<file path="src/rtl/cas_pkg.sv">
// Shared types and codes for the compare-and-swap execution unit.
// Assumes: width code and cause codes are fixed by the surrounding pipeline.
package cas_pkg;

    // Access width code carried from decode and onto the memory port
    typedef enum logic [1:0] {
        SZ_WORD = 2'd0,
        SZ_DBL  = 2'd1,
        SZ_QUAD = 2'd2,
        SZ_RSV  = 2'd3
    } cas_size_e;

    // Transaction sequencer states
    typedef enum logic [2:0] {
        ST_IDLE  = 3'd0,
        ST_RREQ  = 3'd1,
        ST_RWAIT = 3'd2,
        ST_WREQ  = 3'd3,
        ST_RESP  = 3'd4
    } cas_state_e;

    localparam logic [3:0] CAUSE_ILLEGAL  = 4'd2;
    localparam logic [3:0] CAUSE_MISALIGN = 4'd6;
    localparam logic [3:0] CAUSE_ACCESS   = 4'd7;

endpackage

</file>
<file path="src/rtl/cas_decode.sv">
// Legality, alignment and permission screen for one compare-and-swap operation.
// Purely combinational; judges the operation as offered at the unit's input.
// Assumes: XLEN is 32 or 64; the permission verdict is already resolved upstream.
module cas_decode
    import cas_pkg::*;
#(
    parameter int XLEN = 64
) (
    input  cas_size_e   size_i,
    input  logic [4:0]  rd_i,
    input  logic [4:0]  rs2_i,
    input  logic [3:0]  addr_lo_i,
    input  logic        wr_ok_i,
    output logic        pair_o,
    output logic        fault_o,
    output logic [3:0]  cause_o
);

    localparam bit WIDE_HART = (XLEN >= 64);

    logic width_ok;
    logic odd_reg;
    logic illegal;
    logic misaligned;

    // Which widths exist on this hart and which of them use register pairs
    always_comb begin
        width_ok = (size_i == SZ_WORD) || (size_i == SZ_DBL) ||
                   ((size_i == SZ_QUAD) && WIDE_HART);
        pair_o   = WIDE_HART ? (size_i == SZ_QUAD) : (size_i == SZ_DBL);
        odd_reg  = rd_i[0] | rs2_i[0];
        illegal  = !width_ok || (pair_o && odd_reg);
    end

    // Natural alignment check against the access width
    always_comb begin
        case (size_i)
            SZ_WORD: misaligned = |addr_lo_i[1:0];
            SZ_DBL:  misaligned = |addr_lo_i[2:0];
            default: misaligned = |addr_lo_i[3:0];
        endcase
    end

    // Fault priority: illegal, then misaligned, then missing write permission
    always_comb begin
        fault_o = 1'b1;
        cause_o = CAUSE_ACCESS;
        if (illegal) begin
            cause_o = CAUSE_ILLEGAL;
        end else if (misaligned) begin
            cause_o = CAUSE_MISALIGN;
        end else if (!wr_ok_i) begin
            cause_o = CAUSE_ACCESS;
        end else begin
            fault_o = 1'b0;
        end
    end

endmodule

</file>
<file path="src/rtl/cas_compare.sv">
// Compare-before-write datapath: equality over the access width, choice of store
// data, and formatting of the old value for register writeback.
// Assumes: the old value arrives little-endian in the low bytes of old_i.
module cas_compare
    import cas_pkg::*;
#(
    parameter int XLEN = 64
) (
    input  cas_size_e             size_i,
    input  logic                  pair_i,
    input  logic [XLEN-1:0]       cmp_lo_i,
    input  logic [XLEN-1:0]       cmp_hi_i,
    input  logic [XLEN-1:0]       swp_lo_i,
    input  logic [XLEN-1:0]       swp_hi_i,
    input  logic [2*XLEN-1:0]     old_i,
    output logic                  match_o,
    output logic [2*XLEN-1:0]     st_data_o,
    output logic [XLEN-1:0]       wb_lo_o,
    output logic [XLEN-1:0]       wb_hi_o
);

    localparam int DW = 2 * XLEN;

    logic [DW-1:0]   lane_mask;
    logic [DW-1:0]   cmp_full;
    logic [DW-1:0]   swp_full;
    logic [XLEN-1:0] word_ext;
    int              nbits;

    // Bit mask covering the access width
    always_comb begin
        nbits = 32 << int'(size_i);
        for (int i = 0; i < DW; i++) begin
            lane_mask[i] = (i < nbits);
        end
    end

    // Assemble operands: pairs join odd register above even register
    always_comb begin
        cmp_full = pair_i ? {cmp_hi_i, cmp_lo_i} : {{XLEN{1'b0}}, cmp_lo_i};
        swp_full = pair_i ? {swp_hi_i, swp_lo_i} : {{XLEN{1'b0}}, swp_lo_i};
    end

    // Equality gate and store data selection (old value rewritten on mismatch)
    always_comb begin
        match_o   = ((old_i ^ cmp_full) & lane_mask) == '0;
        st_data_o = (match_o ? swp_full : old_i) & lane_mask;
    end

    // Word result: sign-extended on a wide hart, plain on a narrow one
    generate
        if (XLEN > 32) begin : g_wide_word
            assign word_ext = {{(XLEN-32){old_i[31]}}, old_i[31:0]};
        end else begin : g_narrow_word
            assign word_ext = old_i[XLEN-1:0];
        end
    endgenerate

    // Writeback split: pair halves, sign-extended word, or plain register
    always_comb begin
        wb_hi_o = '0;
        if (pair_i) begin
            wb_lo_o = old_i[XLEN-1:0];
            wb_hi_o = old_i[DW-1:XLEN];
        end else if (size_i == SZ_WORD) begin
            wb_lo_o = word_ext;
        end else begin
            wb_lo_o = old_i[XLEN-1:0];
        end
    end

endmodule

</file>
<file path="src/rtl/cas_ctrl.sv">
// Transaction sequencer: accept, read request, wait for data, write request,
// one-cycle response. A faulting operation skips straight to the response.
// Assumes: the memory returns exactly one read response per accepted read.
module cas_ctrl
    import cas_pkg::*;
(
    input  logic clk,
    input  logic rst_n,
    input  logic op_valid_i,
    input  logic fault_i,
    input  logic req_ready_i,
    input  logic rsp_valid_i,
    output logic accept_o,
    output logic capture_o,
    output logic req_valid_o,
    output logic req_write_o,
    output logic done_o,
    output logic exc_o,
    output logic busy_o
);

    cas_state_e state_q, state_d;
    logic       exc_q;

    // Next-state selection
    always_comb begin
        state_d = state_q;
        case (state_q)
            ST_IDLE:  if (op_valid_i) state_d = fault_i ? ST_RESP : ST_RREQ;
            ST_RREQ:  if (req_ready_i) state_d = ST_RWAIT;
            ST_RWAIT: if (rsp_valid_i) state_d = ST_WREQ;
            ST_WREQ:  if (req_ready_i) state_d = ST_RESP;
            ST_RESP:  state_d = ST_IDLE;
            default:  state_d = ST_IDLE;
        endcase
    end

    // State register and exception flag for the current operation
    always_ff @(posedge clk) begin
        if (!rst_n) begin
            state_q <= ST_IDLE;
            exc_q   <= 1'b0;
        end else begin
            state_q <= state_d;
            if (accept_o) exc_q <= fault_i;
        end
    end

    // Decoded strobes for the datapath and the ports
    always_comb begin
        accept_o    = (state_q == ST_IDLE) && op_valid_i;
        capture_o   = (state_q == ST_RWAIT) && rsp_valid_i;
        req_valid_o = (state_q == ST_RREQ) || (state_q == ST_WREQ);
        req_write_o = (state_q == ST_WREQ);
        done_o      = (state_q == ST_RESP);
        exc_o       = exc_q;
        busy_o      = (state_q != ST_IDLE);
    end

    // a request not yet taken stays offered with the same direction
    assert_req_held_R11: assert property (@(posedge clk) disable iff (!rst_n)
        (req_valid_o && !req_ready_i) |=> (req_valid_o && $stable(req_write_o)));

    // the response lasts a single cycle
    assert_done_single_R1: assert property (@(posedge clk) disable iff (!rst_n)
        done_o |=> !done_o);

endmodule

</file>
<file path="src/rtl/cas_unit.sv">
// Top of the compare-and-swap execution unit. Latches one operation, screens it,
// runs read-then-write on the memory port and returns the old value with
// acquire/release flags. The old value is always written back on a failed compare.
// Assumes: one operation at a time; the ordering flags are consumed elsewhere.
module cas_unit
    import cas_pkg::*;
#(
    parameter int XLEN = 64,
    parameter int AW   = 32
) (
    input  logic              clk,
    input  logic              rst_n,
    input  logic              op_valid,
    input  logic [1:0]        op_size,
    input  logic              op_aq,
    input  logic              op_rl,
    input  logic [4:0]        op_rd,
    input  logic [4:0]        op_rs2,
    input  logic [AW-1:0]     op_addr,
    input  logic              op_wr_ok,
    input  logic [XLEN-1:0]   op_cmp_lo,
    input  logic [XLEN-1:0]   op_cmp_hi,
    input  logic [XLEN-1:0]   op_swp_lo,
    input  logic [XLEN-1:0]   op_swp_hi,
    output logic              busy,
    output logic              mem_req_valid,
    input  logic              mem_req_ready,
    output logic              mem_req_write,
    output logic [AW-1:0]     mem_req_addr,
    output logic [1:0]        mem_req_size,
    output logic [2*XLEN-1:0] mem_req_wdata,
    input  logic              mem_rsp_valid,
    input  logic [2*XLEN-1:0] mem_rsp_rdata,
    output logic              done,
    output logic              exc_valid,
    output logic [3:0]        exc_cause,
    output logic              wb_valid,
    output logic              wb_pair,
    output logic [4:0]        wb_rd,
    output logic [XLEN-1:0]   wb_lo,
    output logic [XLEN-1:0]   wb_hi,
    output logic              ord_acq,
    output logic              ord_rel
);

    localparam int DW = 2 * XLEN;

    cas_size_e       in_size;
    logic            in_pair;
    logic            in_fault;
    logic [3:0]      in_cause;

    cas_size_e       size_q;
    logic            pair_q;
    logic            aq_q;
    logic            rl_q;
    logic [4:0]      rd_q;
    logic [AW-1:0]   addr_q;
    logic [3:0]      cause_q;
    logic [XLEN-1:0] cmp_lo_q, cmp_hi_q, swp_lo_q, swp_hi_q;
    logic [DW-1:0]   old_q;

    logic            accept, capture, exc_flag;
    logic            cmp_match;

    assign in_size = cas_size_e'(op_size);

    cas_decode #(.XLEN(XLEN)) i_decode (
        .size_i    (in_size),
        .rd_i      (op_rd),
        .rs2_i     (op_rs2),
        .addr_lo_i (op_addr[3:0]),
        .wr_ok_i   (op_wr_ok),
        .pair_o    (in_pair),
        .fault_o   (in_fault),
        .cause_o   (in_cause)
    );

    cas_ctrl i_ctrl (
        .clk         (clk),
        .rst_n       (rst_n),
        .op_valid_i  (op_valid),
        .fault_i     (in_fault),
        .req_ready_i (mem_req_ready),
        .rsp_valid_i (mem_rsp_valid),
        .accept_o    (accept),
        .capture_o   (capture),
        .req_valid_o (mem_req_valid),
        .req_write_o (mem_req_write),
        .done_o      (done),
        .exc_o       (exc_flag),
        .busy_o      (busy)
    );

    // Latch the accepted operation; ignored while a transaction is in flight
    always_ff @(posedge clk) begin
        if (!rst_n) begin
            size_q   <= SZ_WORD;
            pair_q   <= 1'b0;
            aq_q     <= 1'b0;
            rl_q     <= 1'b0;
            rd_q     <= '0;
            addr_q   <= '0;
            cause_q  <= '0;
            cmp_lo_q <= '0;
            cmp_hi_q <= '0;
            swp_lo_q <= '0;
            swp_hi_q <= '0;
        end else if (accept) begin
            size_q   <= in_size;
            pair_q   <= in_pair;
            aq_q     <= op_aq;
            rl_q     <= op_rl;
            rd_q     <= op_rd;
            addr_q   <= op_addr;
            cause_q  <= in_cause;
            cmp_lo_q <= op_cmp_lo;
            cmp_hi_q <= op_cmp_hi;
            swp_lo_q <= op_swp_lo;
            swp_hi_q <= op_swp_hi;
        end
    end

    // Capture the old memory value when the read data returns
    always_ff @(posedge clk) begin
        if (!rst_n) begin
            old_q <= '0;
        end else if (capture) begin
            old_q <= mem_rsp_rdata;
        end
    end

    cas_compare #(.XLEN(XLEN)) i_compare (
        .size_i    (size_q),
        .pair_i    (pair_q),
        .cmp_lo_i  (cmp_lo_q),
        .cmp_hi_i  (cmp_hi_q),
        .swp_lo_i  (swp_lo_q),
        .swp_hi_i  (swp_hi_q),
        .old_i     (old_q),
        .match_o   (cmp_match),
        .st_data_o (mem_req_wdata),
        .wb_lo_o   (wb_lo),
        .wb_hi_o   (wb_hi)
    );

    // Memory request fields come from the latched operation
    always_comb begin
        mem_req_addr = addr_q;
        mem_req_size = size_q;
    end

    // Response, writeback and ordering flags; release is dropped on mismatch
    always_comb begin
        exc_valid = done && exc_flag;
        exc_cause = cause_q;
        wb_valid  = done && !exc_flag;
        wb_pair   = pair_q;
        wb_rd     = rd_q;
        ord_acq   = wb_valid && aq_q;
        ord_rel   = wb_valid && rl_q && cmp_match;
    end

    // busy only ever rises after an operation was offered
    assert_busy_after_offer_R11: assert property (@(posedge clk) disable iff (!rst_n)
        $rose(busy) |-> $past(op_valid));

    // a faulting operation never had a memory request in the cycle before
    assert_fault_no_mem_R8: assert property (@(posedge clk) disable iff (!rst_n)
        exc_valid |-> $past(!mem_req_valid));

    // every writeback follows an accepted write, match or not
    assert_write_before_wb_R2: assert property (@(posedge clk) disable iff (!rst_n)
        wb_valid |-> $past(mem_req_valid && mem_req_write && mem_req_ready));

    // release ordering only when the compare matched
    assert_rel_needs_match_R10: assert property (@(posedge clk) disable iff (!rst_n)
        ord_rel |-> (cmp_match && wb_valid));

endmodule

</file>
<file path="config.mk">
export PLATFORM = sky130hd
export DESIGN_NAME = cas_unit
export DESIGN_NICKNAME = d
export VERILOG_FILES = /design/src/rtl/cas_pkg.sv /design/src/rtl/cas_decode.sv /design/src/rtl/cas_compare.sv /design/src/rtl/cas_ctrl.sv /design/src/rtl/cas_unit.sv
export SDC_FILE = /design/constraint.sdc
export NUM_CORES = 1
export LEC_CHECK = 0
export BUFFER_PORTS_ARGS = -buffer_cell sky130_fd_sc_hd__clkbuf_2
export CAP_MARGIN = 30
export CORE_AREA = 2 2 293 295
export DETAILED_ROUTE_END_ITERATION = 7
export DIE_AREA = 0 0 295 297
export SLEW_MARGIN = 30
export SYNTH_ARGS = -nofsm -noshare
export SYNTH_HDL_FRONTEND = slang
export SYNTH_SLANG_ARGS = --single-unit
</file>
<file path="constraint.sdc">
create_clock -name clk -period 5.1 [get_ports clk]
set_input_delay 0.255 -clock clk [delete_from_list [all_inputs] [get_ports clk]]
set_output_delay 0.255 -clock clk [all_outputs]
set_load 0.05 [all_outputs]
</file>
# After elaboration in Yosys (flattened, before gate mapping)
# Index checks and enable logic that the tools add are counted.
# totals
output_inout_bits	308
in_bits	436
ff_bits	434
word_cells	198
# op_classes
n_eq_ne	10
reduce_logical	23
mux	18
n_bitwise	4
shifts	1
order_cmp	128
# ops
cell	n
$lt 8x32->1 const A	64
$lt 7x32->1 const A	32
$lt 6x32->1 const A	16
$mux 128	3
$and 128x128->128	2
$lt 5x32->1 const A	8
$mux 64	3
$logic_not 128->1	1
$lt 4x32->1 const A	4
$xor 128x128->128	1
$lt 3x32->1 const A	2
$lt 1x32->1 const A	1
$lt 2x32->1 const A	1
$shl 6x2->32 const A	1
$mux 3	5
$pmux 3 s4	1
$logic_and 1x1->1	8
$ne 2x2->1 const B	4
$eq 3x2->1 const B	2
$logic_not 2->1	2
$logic_or 1x1->1	4
$mux 1	4
$mux 4	1
$reduce_and 4->1	1
12 further kinds	13

# Logic depth before layout (Yosys ltp)
# depth
word_depth	9
ltp_mapped	14
ltp_nobuf	7

# Hierarchy
# From an unflattened synthesis, not the netlist that was laid out.
# unflattened
hier_cells	2280
area_unflattened_um2	22333.9
# modules_own_cells
mod	instances	cells_each	area_per_inst_um2	seq_area_each_um2
cas_unit	1	1390	16475.8	8608.3
cas_compare	1	851	5505.3	0.0
cas_ctrl	1	26	254.0	80.1
cas_decode	1	13	98.8	0.0

# Worst setup path after synthesis
# Ideal clock, no wire load.
# synth_timing
path_type	reg2out
startpoint	register pair_q (netlist: wb_pair)
endpoint	output port mem_req_wdata[46]
arrival_ns	4.469
path_slack_ns	0.376
stages_incl_launch_ff	13
path_cell_list	dfxtp_1 buf_2 clkbuf_1 and2_1 nand3_1 a32oi_1 nand4_1 or4_1 buf_2 a21o_1 buf_6 buf_6 a222oi_1
# synth_between
elab_chain_cells	6
# synth_rtl
element	line	source
start: declaration	cas_unit.sv:54	logic pair_q;
start signal: assignment	cas_unit.sv:111	pair_q <= in_pair;
$mux 128	cas_compare.sv:40	cmp_full = pair_i ? {cmp_hi_i, cmp_lo_i} : {{XLEN{1'b0}}, cmp_lo_i};
$xor 128x128->128	cas_compare.sv:46	match_o = ((old_i ^ cmp_full) & lane_mask) == '0;
$and 128x128->128	cas_compare.sv:46	
$logic_not 128->1	cas_compare.sv:46	
$mux 128	cas_compare.sv:47	st_data_o = (match_o ? swp_full : old_i) & lane_mask;
$and 128x128->128	cas_compare.sv:47	
end: declaration	cas_unit.sv:31	output logic [2*XLEN-1:0] mem_req_wdata,
# Every way passes these cells.

# Worst setup path in the final report
# layout_timing
startpoint	register pair_q (netlist: wb_pair)
endpoint	output port mem_req_wdata[16]
# The elaborated chain is that of the path after synthesis.

==> parameters.txt <==
Parameter                              Value

Run status
  Status    finished clean

STA
  Final cycle utilization of the critical path    95.5%
  Final critical delay including setup and external delays    4.87 ns
  RSZ-0062 raised after global routing    false
  Tightest hold margin    0.0970 ns
  Fin. max-slew vios    0
  Post-route clock skew    0.0109 ns
  Highest achievable clock rate    205 MHz
  Setup violations, final    0
  Total negative slack    0 ns
  Worst slew slack as a fraction of its limit    37.0%
  Measured slew at the worst slew-check pin    0.945 ns
  Final number of hold-violating endpoints    0

Yosys
  Top FF cell, synth    sky130_fd_sc_hd__dfxtp_1
  Post-synthesis net count    3186
  Syn avg cell area    7.76 sq um
  Number of flops mapped to enable cells by yosys    0
  Cell count after synthesis    2750
  Proportion of synthesized flip-flops having asynchronous set or reset    0%
  Distinct cells, synth    48
  Warnings, synthesis    0
  Number of storage elements in the synthesis netlist    433
  Fraction of the yosys area taken by sequential cells    40.6%
  Cell area after synthesis    0.0213 sq mm

Route
  DRT iter0 DRCs    1490
  Residual antenna-violating net count after detailed routing    0
  Detailed-route wire length    99800 microns
  Number of remaining DRC errors    0
  First-pass detailed-route iteration total    6
  Average wire per cell in the routed design    20.1 microns
  Via count    23300
  Post-DR vias/cell    4.69

Die
  Initial standard-cell utilization of the core    25.3%
  Number of I/O pins    744
  Area of the core    0.0845 sq mm
  Die extent in y    297 microns
  Site row count    107
  Die area    0.0876 sq mm
  Die outline width    295 microns

Worst setup path
  Beginning of the worst register-to-register path    i_ctrl.state_q[2]
  Endpoint arrival time on the critical path    4.62 ns
  Worst reg2reg endpoint    mem_req_addr[19]
  Startpoint Class    register
  Class of the most critical setup path    reg2out
  Slack of the worst reg-to-reg path    2.09 ns
  Worst Setup End Kind    output port
  Req. time, crit path    4.85 ns
  Crit Path Max Fanout    37
  Number of cells on the worst reg-to-reg path    5

Min path
  Launch point of the worst hold path    op_rs2[0]
  Endpoint of the worst hold-timing path    exc_cause[2]
  Worst min path class    in2reg
  Worst hold stages    4

Finish
  # fillers    8493
  Combined area of the multi-input logic cells    0.0114 sq mm
  Area occupied by registers    0.00868 sq mm
  Nets@finish    4204
  Share of cells above drive strength 1    23.2%
  Layout overhead on the synthesized area    51.9%
  Finished layout cell area    0.0324 sq mm

Placed design
  HPWL after detailed placement    70700 microns
  Final estimated routing congestion in global placement    0.859
  Instance area at placement    0.0264 sq mm
  Buffers added on ports    738

CTS
  Number of buffers inserted during clock tree synthesis    52
  Maximum number of buffers from clock root to sink    3
  CTS clk-pin slew, worst paths    0.06 ns
  Clock sinks    433
  H-tree levels    2
  Worst skew pair latency    0.59 ns
  CTS Root Buffer Type    sky130_fd_sc_hd__clkbuf_16
  TritonCTS clock tree    yes

Global route
  Total congestion overflow after global routing    0
  Number of antenna violations at the first check in global routing    36
  Vias in the first global route    22800
  Combined global-route utilization of all metal layers    21.8%
  First-pass GRT wire length    145000 microns
  Pin count of the biggest net entering global routing    190

Power and ir drop
  Cell leakage power    13.1 nW
  Post-layout total power    8.74 mW
  Power per cell area    269 mW/mm^2
  Worst-case vdd ir drop    225 uV

Flow run
  Max-cap viol count    0
## area by class of cell
type	count	area share, %
multi-input combinational	2015	35.2
timing repair buffer	1203	27.5
sequential	433	26.8
tap	1144	4.41
clock buffer	69	4.40
clock inverter	22	0.853
inverter	63	0.729
antenna	17	0.131
## through the flow
| step | cells | utilization (%) | setup slack [ns] |
|---|---|---|---|
| floorplan | 2750 | - | 0.376 |
| global placement | 4428 | 31.2 | 0.349 |
| detailed placement | 4428 | 31.2 | 0.280 |
| CTS | 4948 | 38.3 | 0.00996 |
| global route | 4961 | 38.4 | 0.100 |
| finish | 4966 | 38.4 | 0.228 |
## worst max-delay path, cell delays in order, from the launching register on
cell and delay [ns]:
sky130_fd_sc_hd__dfxtp_4 0.64, sky130_fd_sc_hd__buf_4 0.26, sky130_fd_sc_hd__nor4bb_1 0.24, sky130_fd_sc_hd__a32oi_1 0.08, sky130_fd_sc_hd__a22oi_1 0.48, sky130_fd_sc_hd__nand4_1 0.15
sky130_fd_sc_hd__or4_4 0.63, sky130_fd_sc_hd__a21o_4 0.42, sky130_fd_sc_hd__buf_4 0.34, sky130_fd_sc_hd__mux2_1 0.41, sky130_fd_sc_hd__clkbuf_2 0.25
## power breakdown
group          switching [mW]  internal (mW)
clock                    1.58           2.26
sequential              0.127           3.54
combinational           0.666          0.568
## placed cells by master (no fill, tap or decap), types with 14 or more instances in the layout
cell / count
sky130_fd_sc_hd__buf_12: 45
sky130_fd_sc_hd__a222oi_1: 27
sky130_fd_sc_hd__diode_2: 17
sky130_fd_sc_hd__clkbuf_2: 700
sky130_fd_sc_hd__a21boi_0: 427
sky130_fd_sc_hd__nand3_1: 14
sky130_fd_sc_hd__and2_1: 68
sky130_fd_sc_hd__o21ai_0: 85
sky130_fd_sc_hd__nand4_1: 27
sky130_fd_sc_hd__xnor2_1: 57
sky130_fd_sc_hd__mux2_1: 17
sky130_fd_sc_hd__xor2_1: 40
sky130_fd_sc_hd__dlygate4sd3_1: 428
sky130_fd_sc_hd__nand2_1: 1001
sky130_fd_sc_hd__nor2_1: 34
sky130_fd_sc_hd__dfxtp_1: 431
sky130_fd_sc_hd__inv_1: 62
sky130_fd_sc_hd__clkbuf_16: 53
sky130_fd_sc_hd__nand4b_1: 14
sky130_fd_sc_hd__buf_4: 28
sky130_fd_sc_hd__mux2_2: 15
sky130_fd_sc_hd__mux2i_1: 64
## logic make-up after synthesis
family          after synthesis  synth area share, %
mux                          96                 4.69
compound gates              608                 20.8
flops                       433                 40.6
xor+xnor                     97                 3.98
buf+inv                     302                 6.16
other cells                   1               0.0176
simple gates               1213                 23.8
## repair_timing
item | in CTS | in global routing
hold endpoints to repair | 429 | 0
setup endpoints to repair | 94 | 40
resized for setup | 1 | 1
hold buffers | 428 | 0
buffers inserted | 1 | 0
pin swaps | 0 | 0
## flip-flops by register name, summed over array words and instances (netlist names)
signal and cells:
wb_rd 5, swp_lo_q 64, old_q 128, i_ctrl.exc_o 1, aq_q 1, rl_q 1
wb_pair 1, i_ctrl.state_q 3, cmp_lo_q 64, cmp_hi_q 64, exc_cause 3, swp_hi_q 64
mem_req_addr 32, mem_req_size 2
## cells in the mapped netlist (14+ instances only)
cell / count / area share (%)
sky130_fd_sc_hd__o21ai_0: 85 / 2.0
sky130_fd_sc_hd__a222oi_1: 27 / 1.3
sky130_fd_sc_hd__buf_4: 35 / 1.2
sky130_fd_sc_hd__mux2i_1: 64 / 3.0
sky130_fd_sc_hd__dfxtp_1: 433 / 41
sky130_fd_sc_hd__clkbuf_1: 179 / 3.1
sky130_fd_sc_hd__a21boi_0: 427 / 15
sky130_fd_sc_hd__nand4b_1: 14 / 0.57
sky130_fd_sc_hd__mux2_1: 17 / 0.90
sky130_fd_sc_hd__xor2_1: 40 / 1.6
sky130_fd_sc_hd__nand4_1: 27 / 0.79
sky130_fd_sc_hd__nand3_1: 14 / 0.33
sky130_fd_sc_hd__mux2_2: 15 / 0.79
sky130_fd_sc_hd__buf_2: 16 / 0.38
sky130_fd_sc_hd__xnor2_1: 57 / 2.3
sky130_fd_sc_hd__and2_1: 71 / 2.1
sky130_fd_sc_hd__nor2_1: 35 / 0.62
sky130_fd_sc_hd__nand2_1: 1004 / 18
sky130_fd_sc_hd__inv_1: 62 / 1.1
## worst max-delay path by stage
stage               depth (start not counted)      start                end  slack [ns]
CTS                                        10    wb_pair  mem_req_wdata[15]        0.01
finish                                     10    wb_pair  mem_req_wdata[16]        0.23
detailed placement                         10    wb_pair  mem_req_wdata[15]        0.28
global placement                           10    wb_pair  mem_req_wdata[19]        0.35
floorplan                                  12    wb_pair  mem_req_wdata[46]        0.38
global route                               10  old_q[41]  mem_req_wdata[16]        0.10
## per-layer routing
metal	part of all wire, %	track usage (%)
met5	0.18	0
met4	3.9	8.41
met3	7.1	5.01
met2	47	36.4
met1	42	27.2
No activity file was read; power rests on OpenSTA's default activity.
